==> src/rtl/wdog_pkg.sv <==
package wdog_pkg;

    typedef enum logic [1:0] {
        UL_IDLE = 2'd0,
        UL_HALF = 2'd1,
        UL_OPEN = 2'd2
    } unlock_state_e;

    localparam int CTRL_EN_BIT    = 0;
    localparam int CTRL_WD_BIT    = 1;
    localparam int CTRL_PRE_LSB   = 8;
    localparam int STAT_TMR_BIT   = 0;
    localparam int STAT_RST_BIT   = 1;

endpackage

==> src/rtl/wdog_prescale.sv <==
module wdog_prescale #(
    parameter int PRE_W = 8
) (
    input  logic             clk,
    input  logic             rst_n,
    input  logic             en_i,
    input  logic             restart_i,
    input  logic [PRE_W-1:0] ratio_i,
    output logic             tick_o
);
    logic [PRE_W-1:0] div_q;

    assign tick_o = en_i && (div_q >= ratio_i);

    always_ff @(posedge clk or negedge rst_n) begin
        if (!rst_n)
            div_q <= '0;
        else if (!en_i || restart_i || tick_o)
            div_q <= '0;
        else
            div_q <= div_q + 1'b1;
    end

    // divider never runs while the count is off
    p_idle_divider_r4: assert property (@(posedge clk) disable iff (!rst_n)
        !en_i |=> div_q == '0);

endmodule

==> src/rtl/wdog_countdown.sv <==
module wdog_countdown #(
    parameter int DATA_W = 32
) (
    input  logic              clk,
    input  logic              rst_n,
    input  logic              en_i,
    input  logic              tick_i,
    input  logic              load_wr_i,
    input  logic [DATA_W-1:0] load_val_i,
    input  logic [DATA_W-1:0] reload_val_i,
    output logic [DATA_W-1:0] cnt_o,
    output logic              expire_o
);
    logic [DATA_W-1:0] cnt_q;

    assign cnt_o    = cnt_q;
    assign expire_o = tick_i && !load_wr_i && (cnt_q == '0);

    always_ff @(posedge clk or negedge rst_n) begin
        if (!rst_n)
            cnt_q <= '0;
        else if (load_wr_i)
            cnt_q <= load_val_i;
        else if (tick_i)
            cnt_q <= (cnt_q == '0) ? reload_val_i : cnt_q - 1'b1;
    end

    p_load_copy_r2: assert property (@(posedge clk) disable iff (!rst_n)
        load_wr_i |=> cnt_q == $past(load_val_i));

    p_hold_r4: assert property (@(posedge clk) disable iff (!rst_n)
        (!en_i && !load_wr_i) |=> $stable(cnt_q));

    p_step_down_r3: assert property (@(posedge clk) disable iff (!rst_n)
        (tick_i && !load_wr_i && cnt_q != '0) |=> cnt_q == $past(cnt_q) - 1'b1);

    p_reload_r9: assert property (@(posedge clk) disable iff (!rst_n)
        expire_o |=> cnt_q == $past(reload_val_i));

endmodule

==> src/rtl/wdog_unlock_fsm.sv <==
module wdog_unlock_fsm
    import wdog_pkg::*;
#(
    parameter int              DATA_W = 32,
    parameter logic [DATA_W-1:0] KEY_A = 32'h1234_5678,
    parameter logic [DATA_W-1:0] KEY_B = 32'h8765_4321
) (
    input  logic              clk,
    input  logic              rst_n,
    input  logic              wr_i,
    input  logic [DATA_W-1:0] data_i,
    output logic              clear_o
);
    unlock_state_e state_q, state_d;

    always_ff @(posedge clk or negedge rst_n) begin
        if (!rst_n)
            state_q <= UL_IDLE;
        else
            state_q <= state_d;
    end

    always_comb begin
        state_d = state_q;
        unique case (state_q)
            UL_IDLE: begin
                if (wr_i && data_i == KEY_A)
                    state_d = UL_HALF;
            end
            UL_HALF: begin
                if (wr_i)
                    state_d = (data_i == KEY_B) ? UL_OPEN : UL_IDLE;
            end
            UL_OPEN: begin
                state_d = (wr_i && data_i == KEY_A) ? UL_HALF : UL_IDLE;
            end
            default: state_d = UL_IDLE;
        endcase
    end

    always_comb begin
        clear_o = (state_q == UL_OPEN);
    end

    p_open_needs_half_r6: assert property (@(posedge clk) disable iff (!rst_n)
        state_q == UL_OPEN |-> $past(state_q) == UL_HALF);

    p_bad_word_resets_r7: assert property (@(posedge clk) disable iff (!rst_n)
        (state_q == UL_HALF && wr_i && data_i != KEY_B) |=> state_q == UL_IDLE);

endmodule

==> src/rtl/wdog_lockout_timer.sv <==
module wdog_lockout_timer
    import wdog_pkg::*;
#(
    parameter int ADDR_W = 8,
    parameter int DATA_W = 32,
    parameter int PRE_W  = 8,
    parameter logic [DATA_W-1:0] KEY_A = 32'h1234_5678,
    parameter logic [DATA_W-1:0] KEY_B = 32'h8765_4321
) (
    input  logic              clk,
    input  logic              rst_n,
    input  logic [ADDR_W-1:0] bus_addr,
    input  logic              bus_wr,
    input  logic [DATA_W-1:0] bus_wdata,
    output logic [DATA_W-1:0] bus_rdata,
    output logic              rst_req_o,
    output logic              irq_o
);
    localparam logic [ADDR_W-1:0] OFS_LOAD = ADDR_W'(8'h00);
    localparam logic [ADDR_W-1:0] OFS_CNT  = ADDR_W'(8'h04);
    localparam logic [ADDR_W-1:0] OFS_CTRL = ADDR_W'(8'h08);
    localparam logic [ADDR_W-1:0] OFS_STAT = ADDR_W'(8'h0C);
    localparam logic [ADDR_W-1:0] OFS_KEY  = ADDR_W'(8'h14);

    logic              wr_load, wr_ctrl, wr_stat, wr_key;
    logic [DATA_W-1:0] load_q, cnt;
    logic              en_q, wd_q, tmr_flag_q, rst_flag_q, rst_req_q;
    logic [PRE_W-1:0]  pre_q;
    logic              tick, expire, unlock_clr;

    assign wr_load = bus_wr && (bus_addr == OFS_LOAD);
    assign wr_ctrl = bus_wr && (bus_addr == OFS_CTRL);
    assign wr_stat = bus_wr && (bus_addr == OFS_STAT);
    assign wr_key  = bus_wr && (bus_addr == OFS_KEY);

    wdog_prescale #(.PRE_W(PRE_W)) u_pre (
        .clk       (clk),
        .rst_n     (rst_n),
        .en_i      (en_q),
        .restart_i (wr_load),
        .ratio_i   (pre_q),
        .tick_o    (tick)
    );

    wdog_countdown #(.DATA_W(DATA_W)) u_cnt (
        .clk          (clk),
        .rst_n        (rst_n),
        .en_i         (en_q),
        .tick_i       (tick),
        .load_wr_i    (wr_load),
        .load_val_i   (bus_wdata),
        .reload_val_i (load_q),
        .cnt_o        (cnt),
        .expire_o     (expire)
    );

    wdog_unlock_fsm #(.DATA_W(DATA_W), .KEY_A(KEY_A), .KEY_B(KEY_B)) u_key (
        .clk     (clk),
        .rst_n   (rst_n),
        .wr_i    (wr_key),
        .data_i  (bus_wdata),
        .clear_o (unlock_clr)
    );

    always_ff @(posedge clk or negedge rst_n) begin
        if (!rst_n) begin
            load_q     <= '0;
            en_q       <= 1'b0;
            wd_q       <= 1'b0;
            pre_q      <= '0;
            tmr_flag_q <= 1'b0;
            rst_flag_q <= 1'b0;
            rst_req_q  <= 1'b0;
        end else begin
            if (wr_load)
                load_q <= bus_wdata;
            if (wr_ctrl) begin
                en_q  <= bus_wdata[CTRL_EN_BIT];
                pre_q <= bus_wdata[CTRL_PRE_LSB +: PRE_W];
            end
            if (wr_ctrl && bus_wdata[CTRL_WD_BIT])
                wd_q <= 1'b1;
            else if (unlock_clr)
                wd_q <= 1'b0;
            tmr_flag_q <= (tmr_flag_q && !(wr_stat && bus_wdata[STAT_TMR_BIT]))
                          || (expire && !wd_q);
            rst_flag_q <= (rst_flag_q && !(wr_stat && bus_wdata[STAT_RST_BIT]))
                          || (expire && wd_q);
            rst_req_q  <= expire && wd_q;
        end
    end

    always_comb begin
        bus_rdata = '0;
        case (bus_addr)
            OFS_LOAD: bus_rdata = load_q;
            OFS_CNT:  bus_rdata = cnt;
            OFS_CTRL: begin
                bus_rdata[CTRL_EN_BIT]              = en_q;
                bus_rdata[CTRL_WD_BIT]              = wd_q;
                bus_rdata[CTRL_PRE_LSB +: PRE_W]    = pre_q;
            end
            OFS_STAT: begin
                bus_rdata[STAT_TMR_BIT] = tmr_flag_q;
                bus_rdata[STAT_RST_BIT] = rst_flag_q;
            end
            default:  bus_rdata = '0;
        endcase
    end

    assign rst_req_o = rst_req_q;
    assign irq_o     = tmr_flag_q;

    p_wd_sticky_r5: assert property (@(posedge clk) disable iff (!rst_n)
        $fell(wd_q) |-> $past(unlock_clr));

    p_rst_wd_only_r8: assert property (@(posedge clk) disable iff (!rst_n)
        rst_req_o |-> $past(wd_q));

    p_irq_timer_only_r9: assert property (@(posedge clk) disable iff (!rst_n)
        $rose(tmr_flag_q) |-> $past(!wd_q));

    p_rst_flag_follows_r8: assert property (@(posedge clk) disable iff (!rst_n)
        rst_req_o |-> rst_flag_q);

endmodule

==> config.mk <==
export PLATFORM = sky130hd
export DESIGN_NAME = wdog_lockout_timer
export DESIGN_NICKNAME = d
export VERILOG_FILES = /design/src/rtl/wdog_pkg.sv /design/src/rtl/wdog_prescale.sv /design/src/rtl/wdog_countdown.sv /design/src/rtl/wdog_unlock_fsm.sv /design/src/rtl/wdog_lockout_timer.sv
export SDC_FILE = /design/constraint.sdc
export NUM_CORES = 1
export LEC_CHECK = 0
export BUFFER_PORTS_ARGS = -buffer_cell sky130_fd_sc_hd__buf_2
export CAP_MARGIN = 20
export CORE_MARGIN = 2
export CORE_UTILIZATION = 40
export CTS_BUF_LIST = sky130_fd_sc_hd__clkbuf_8
export DETAILED_ROUTE_END_ITERATION = 8
export SLEW_MARGIN = 20
export SYNTH_ARGS = -nofsm -noshare
export SYNTH_HDL_FRONTEND = slang
export SYNTH_SLANG_ARGS = --single-unit
==> constraint.sdc <==
create_clock -name clk -period 2.42 [get_ports clk]
set_clock_uncertainty 0.05 [all_clocks]
set_input_delay 0.605 -clock clk [delete_from_list [all_inputs] [get_ports clk]]
set_output_delay 0.605 -clock clk [all_outputs]
set_load 0.02 [all_outputs]
==> impl_metrics.env <==
export IMPL_status="finished with violations"
export IMPL_failing_checks="setup timing"
export IMPL_die_width_um=120.0
export IMPL_antenna_violations_before_repair=0
export IMPL_track_usage_pct=25.58
export IMPL_clock_fmax_mhz=397.1
export IMPL_critical_path_endpoint_category="output pin"
export IMPL_clk_root_buffer_cell="sky130_fd_sc_hd__clkbuf_8"
export IMPL_synth_enable_flop_cells=0
export IMPL_synth_async_sr_flop_share_pct=100.0
export IMPL_synth_warning_count=0
export IMPL_clock_latency_ns=0.39
export IMPL_worst_setup_path_type="in2out"
export IMPL_io_pin_count=77
export IMPL_worst_path_max_delay_cell="sky130_fd_sc_hd__or2_4"
export IMPL_design_final_nets=828
export IMPL_gp_congestion=0.9242
export IMPL_timing_final_setup_violations=16
export IMPL_synth_top_area_share_pct=40.47
export IMPL_drc=0
export IMPL_netlist_area_mm2=0.005379
export IMPL_most_frequently_used_cell_type_in_the_post_synthesis_netlist="sky130_fd_sc_hd__nand2_1"
export IMPL_synth_top_cell_by_area="sky130_fd_sc_hd__dfrtp_1"
export IMPL_die_area_mm2=0.01439
export IMPL_grt_pass1_wl_um=28520
export IMPL_hold_buffers=0
export IMPL_worst_slack_ns=-0.09837
export IMPL_antenna_left=0
export IMPL_period_needed_ns=2.518
export IMPL_cpPeakStageDelay_ns=0.29
export IMPL_worstSetupStartpointType="input pin"
export IMPL_yosys_register_bits=87
export IMPL_period_share_pct=104.1
export IMPL_post_synth_inst_count=624
export IMPL_timing_max_slew_rel_slack_pct=63.31
export IMPL_placeableCoreArea_mm2=0.01319
export IMPL_port_buffers=76
export IMPL_finalHoldViolCount=0
export IMPL_placed_cell_area_mm2=0.006719
export IMPL_rsz0062_at_grt="true"
export IMPL_pin_count_of_the_biggest_net_entering_global_routing=38
export IMPL_synth_yosys_seq_area_share_pct=40.47
export IMPL_timing_hold_worst_class="in2async"
export IMPL_leakagePower_nw=3.475
export IMPL_detail_route_wirelength_um=18150
export IMPL_cpLargestDelayFamily="simple AND/OR/NAND/NOR gates"
export IMPL_leading_post_synthesis_cells_by_instance_count="sky130_fd_sc_hd__nand2_1 (121), sky130_fd_sc_hd__dfrtp_1 (87), sky130_fd_sc_hd__nor2_1 (83)"
export IMPL_final_hold_worst_slack_ns=0.1426
export IMPL_grt_pass1_vias=5394
export IMPL_post_layout_nonfiller_instances=955
export IMPL_postLayoutCellArea_mm2=0.007372
export IMPL_synth_top_cells_by_area="sky130_fd_sc_hd__dfrtp_1 (40%), sky130_fd_sc_hd__nand2_1 (8.4%), sky130_fd_sc_hd__mux2i_1 (7.1%)"
export IMPL_post_synth_cell_area_avg_um2=8.620
export IMPL_postSynth_topFlopCell="sky130_fd_sc_hd__dfrtp_1"
export IMPL_cts_buffer_depth=2
export IMPL_chip_height_um=120.0
export IMPL_ratio_of_total_power_to_cell_area_mw_per_mm2=516.8
export IMPL_number_of_clock_sinks=87
export IMPL_htree_num_levels=3
export IMPL_worst_ep_required_time_ns=1.76
export IMPL_worstMarginPinSlew_ns=0.5427
export IMPL_cp_arrival_ns=1.86
export IMPL_drt_pre_antenna_iters=5
export IMPL_rows=42
export IMPL_critical_path_buf_inv_count=4
export IMPL_antenna_cells=0
export IMPL_maximum_vdd_drop_mv=0.2684
export IMPL_drive_above_1_share_pct=32.99
export IMPL_worstPathCellList="buf_8, nor4_4, nand2_1, or2_4, buf_12, buf_16, nor2_4, buf_6"
export IMPL_vias_per_cell=5.675
export IMPL_yosys_cell_types_count=55
export IMPL_mappedNetlistNets=678
export IMPL_overflow_left_after_global_routing=0
export IMPL_final_max_slew_viol_count=0
export IMPL_path_max_fanout=6
export IMPL_max_cap_violations=0
export IMPL_drt_iter0_markers=533
export IMPL_area_growth_pct=37.06
export IMPL_wl_per_cell_um=19.00
export IMPL_detailroute_via_count=5420
export IMPL_tritoncts_num_buffers=9
export IMPL_place_detailed_instances=923
export IMPL_start_util_pct=40.78
export IMPL_place_hpwl_um=13010
export IMPL_cts_tree="built"
export IMPL_cts_clk_slew_worst_paths_ns=0.10
==> path summary, 6_finish.rpt <==
path / depth (start not counted) / endpoint / slack, ns / start
setup / recovery: 8 / bus_rdata[30] / -0.1 / bus_addr[5]
hold / removal: 1 / pre_q[1] / 0.14 / rst_n
setup reg to reg: 8 / u_cnt.cnt_o[30] / -0.05 / u_cnt.cnt_o[1]
hold reg to reg: 1 / rst_flag_q / 0.45 / rst_flag_q
max in group asynchronous: 2 / load_q[3] / 1.53 / rst_n
min in group clk: 3 / load_q[18] / 0.39 / bus_wdata[18]
==> per-layer routing <==
| layer | up-vias | track usage [%] | share of wire [%] |
|---|---|---|---|
| met5 | - | 0 | 0 |
| met4 | 0 | 10.88 | 3.1 |
| met3 | 35 | 3.612 | 5.2 |
| met2 | 197 | 41.16 | 47 |
| met1 | 2673 | 34.48 | 45 |
| li1 | 2515 | - | - |
==> cell families after synthesis <==
kind of cell | share of synthesized area [%]
buf+inv | 3.791
fa+ha+maj | 2.559
flops | 40.47
xor+xnor | 4.234
compound gates | 13.56
mux | 9.165
simple gates | 26.22
==> layout by cell type, fill, tap and decap left out, drive strengths merged, types with 15 or more instances in the layout <==
| cell type | netlist | routed |
|---|---|---|
| mux2i | 38 | 38 |
| nand3 | 15 | 15 |
| buf | 8 | 175 |
| nor2 | 83 | 83 |
| nor3 | 16 | 16 |
| o21ai | 18 | 18 |
| nand2 | 121 | 121 |
| dfrtp | 87 | 87 |
==> stage by stage <==
stage	setup WS [ns]	setup TNS, ns	util [%]	power (mW)
6_report	-0.09837	-0.9940	55.89	3.810
5_1_grt	-0.1532	-2.591	55.89	4.004
4_1_cts	-0.1256	-2.462	54.89	3.771
3_5_place_dp	-0.2445	-8.893	50.94	2.784
3_3_place_gp	-0.1874	-7.516	50.94	2.766
2_1_floorplan	-0.04222	-0.8444	-	2.297
==> state kept, by name, indices dropped and copies added (netlist names) <==
| signal | count |
|---|---|
| en_q | 1 |
| irq_o | 1 |
| load_q | 32 |
| pre_q | 8 |
| rst_flag_q | 1 |
| rst_req_o | 1 |
| u_cnt.cnt_o | 32 |
| u_key.state_q | 2 |
| u_pre.div_q | 8 |
| wd_q | 1 |
==> worst reg2reg max path, cell delays in order (launching register included) <==
cell and delay (ns):
sky130_fd_sc_hd__dfrtp_1 0.40, sky130_fd_sc_hd__inv_2 0.08, sky130_fd_sc_hd__ha_4 0.13, sky130_fd_sc_hd__or4b_4 0.47
sky130_fd_sc_hd__or4_4 0.50, sky130_fd_sc_hd__nor4_4 0.19, sky130_fd_sc_hd__xnor2_1 0.17, sky130_fd_sc_hd__a211oi_1 0.10
sky130_fd_sc_hd__a221o_1 0.27
==> power by group <==
| group | internal (mW) | switching, mW | leakage, nW | total [mW] |
|---|---|---|---|---|
| logic | 0.520 | 0.621 | 2.23 | 1.14 |
| registers | 1.57 | 0.128 | 1.17 | 1.69 |
| clock network | 0.373 | 0.602 | 0.0776 | 0.974 |
==> cell type report <==
type | instances | area, µm²
timing repair buffer | 177 | 1438
clock inverter | 7 | 48.80
tap | 176 | 220.2
sequential | 87 | 2177
multi-input combinational | 486 | 3316
inverter | 13 | 48.80
clock buffer | 9 | 123.9
fill | 1198 | 5818
==> what timing repair did <==
action | in CTS | in global routing
setup buffers | 5 | 9
gates cloned | 3 | 1
setup endpoints to repair | 69 | 54
pin swaps | 17 | 16
gates resized for setup | 67 | 17
(Power assumes the default switching activity.)
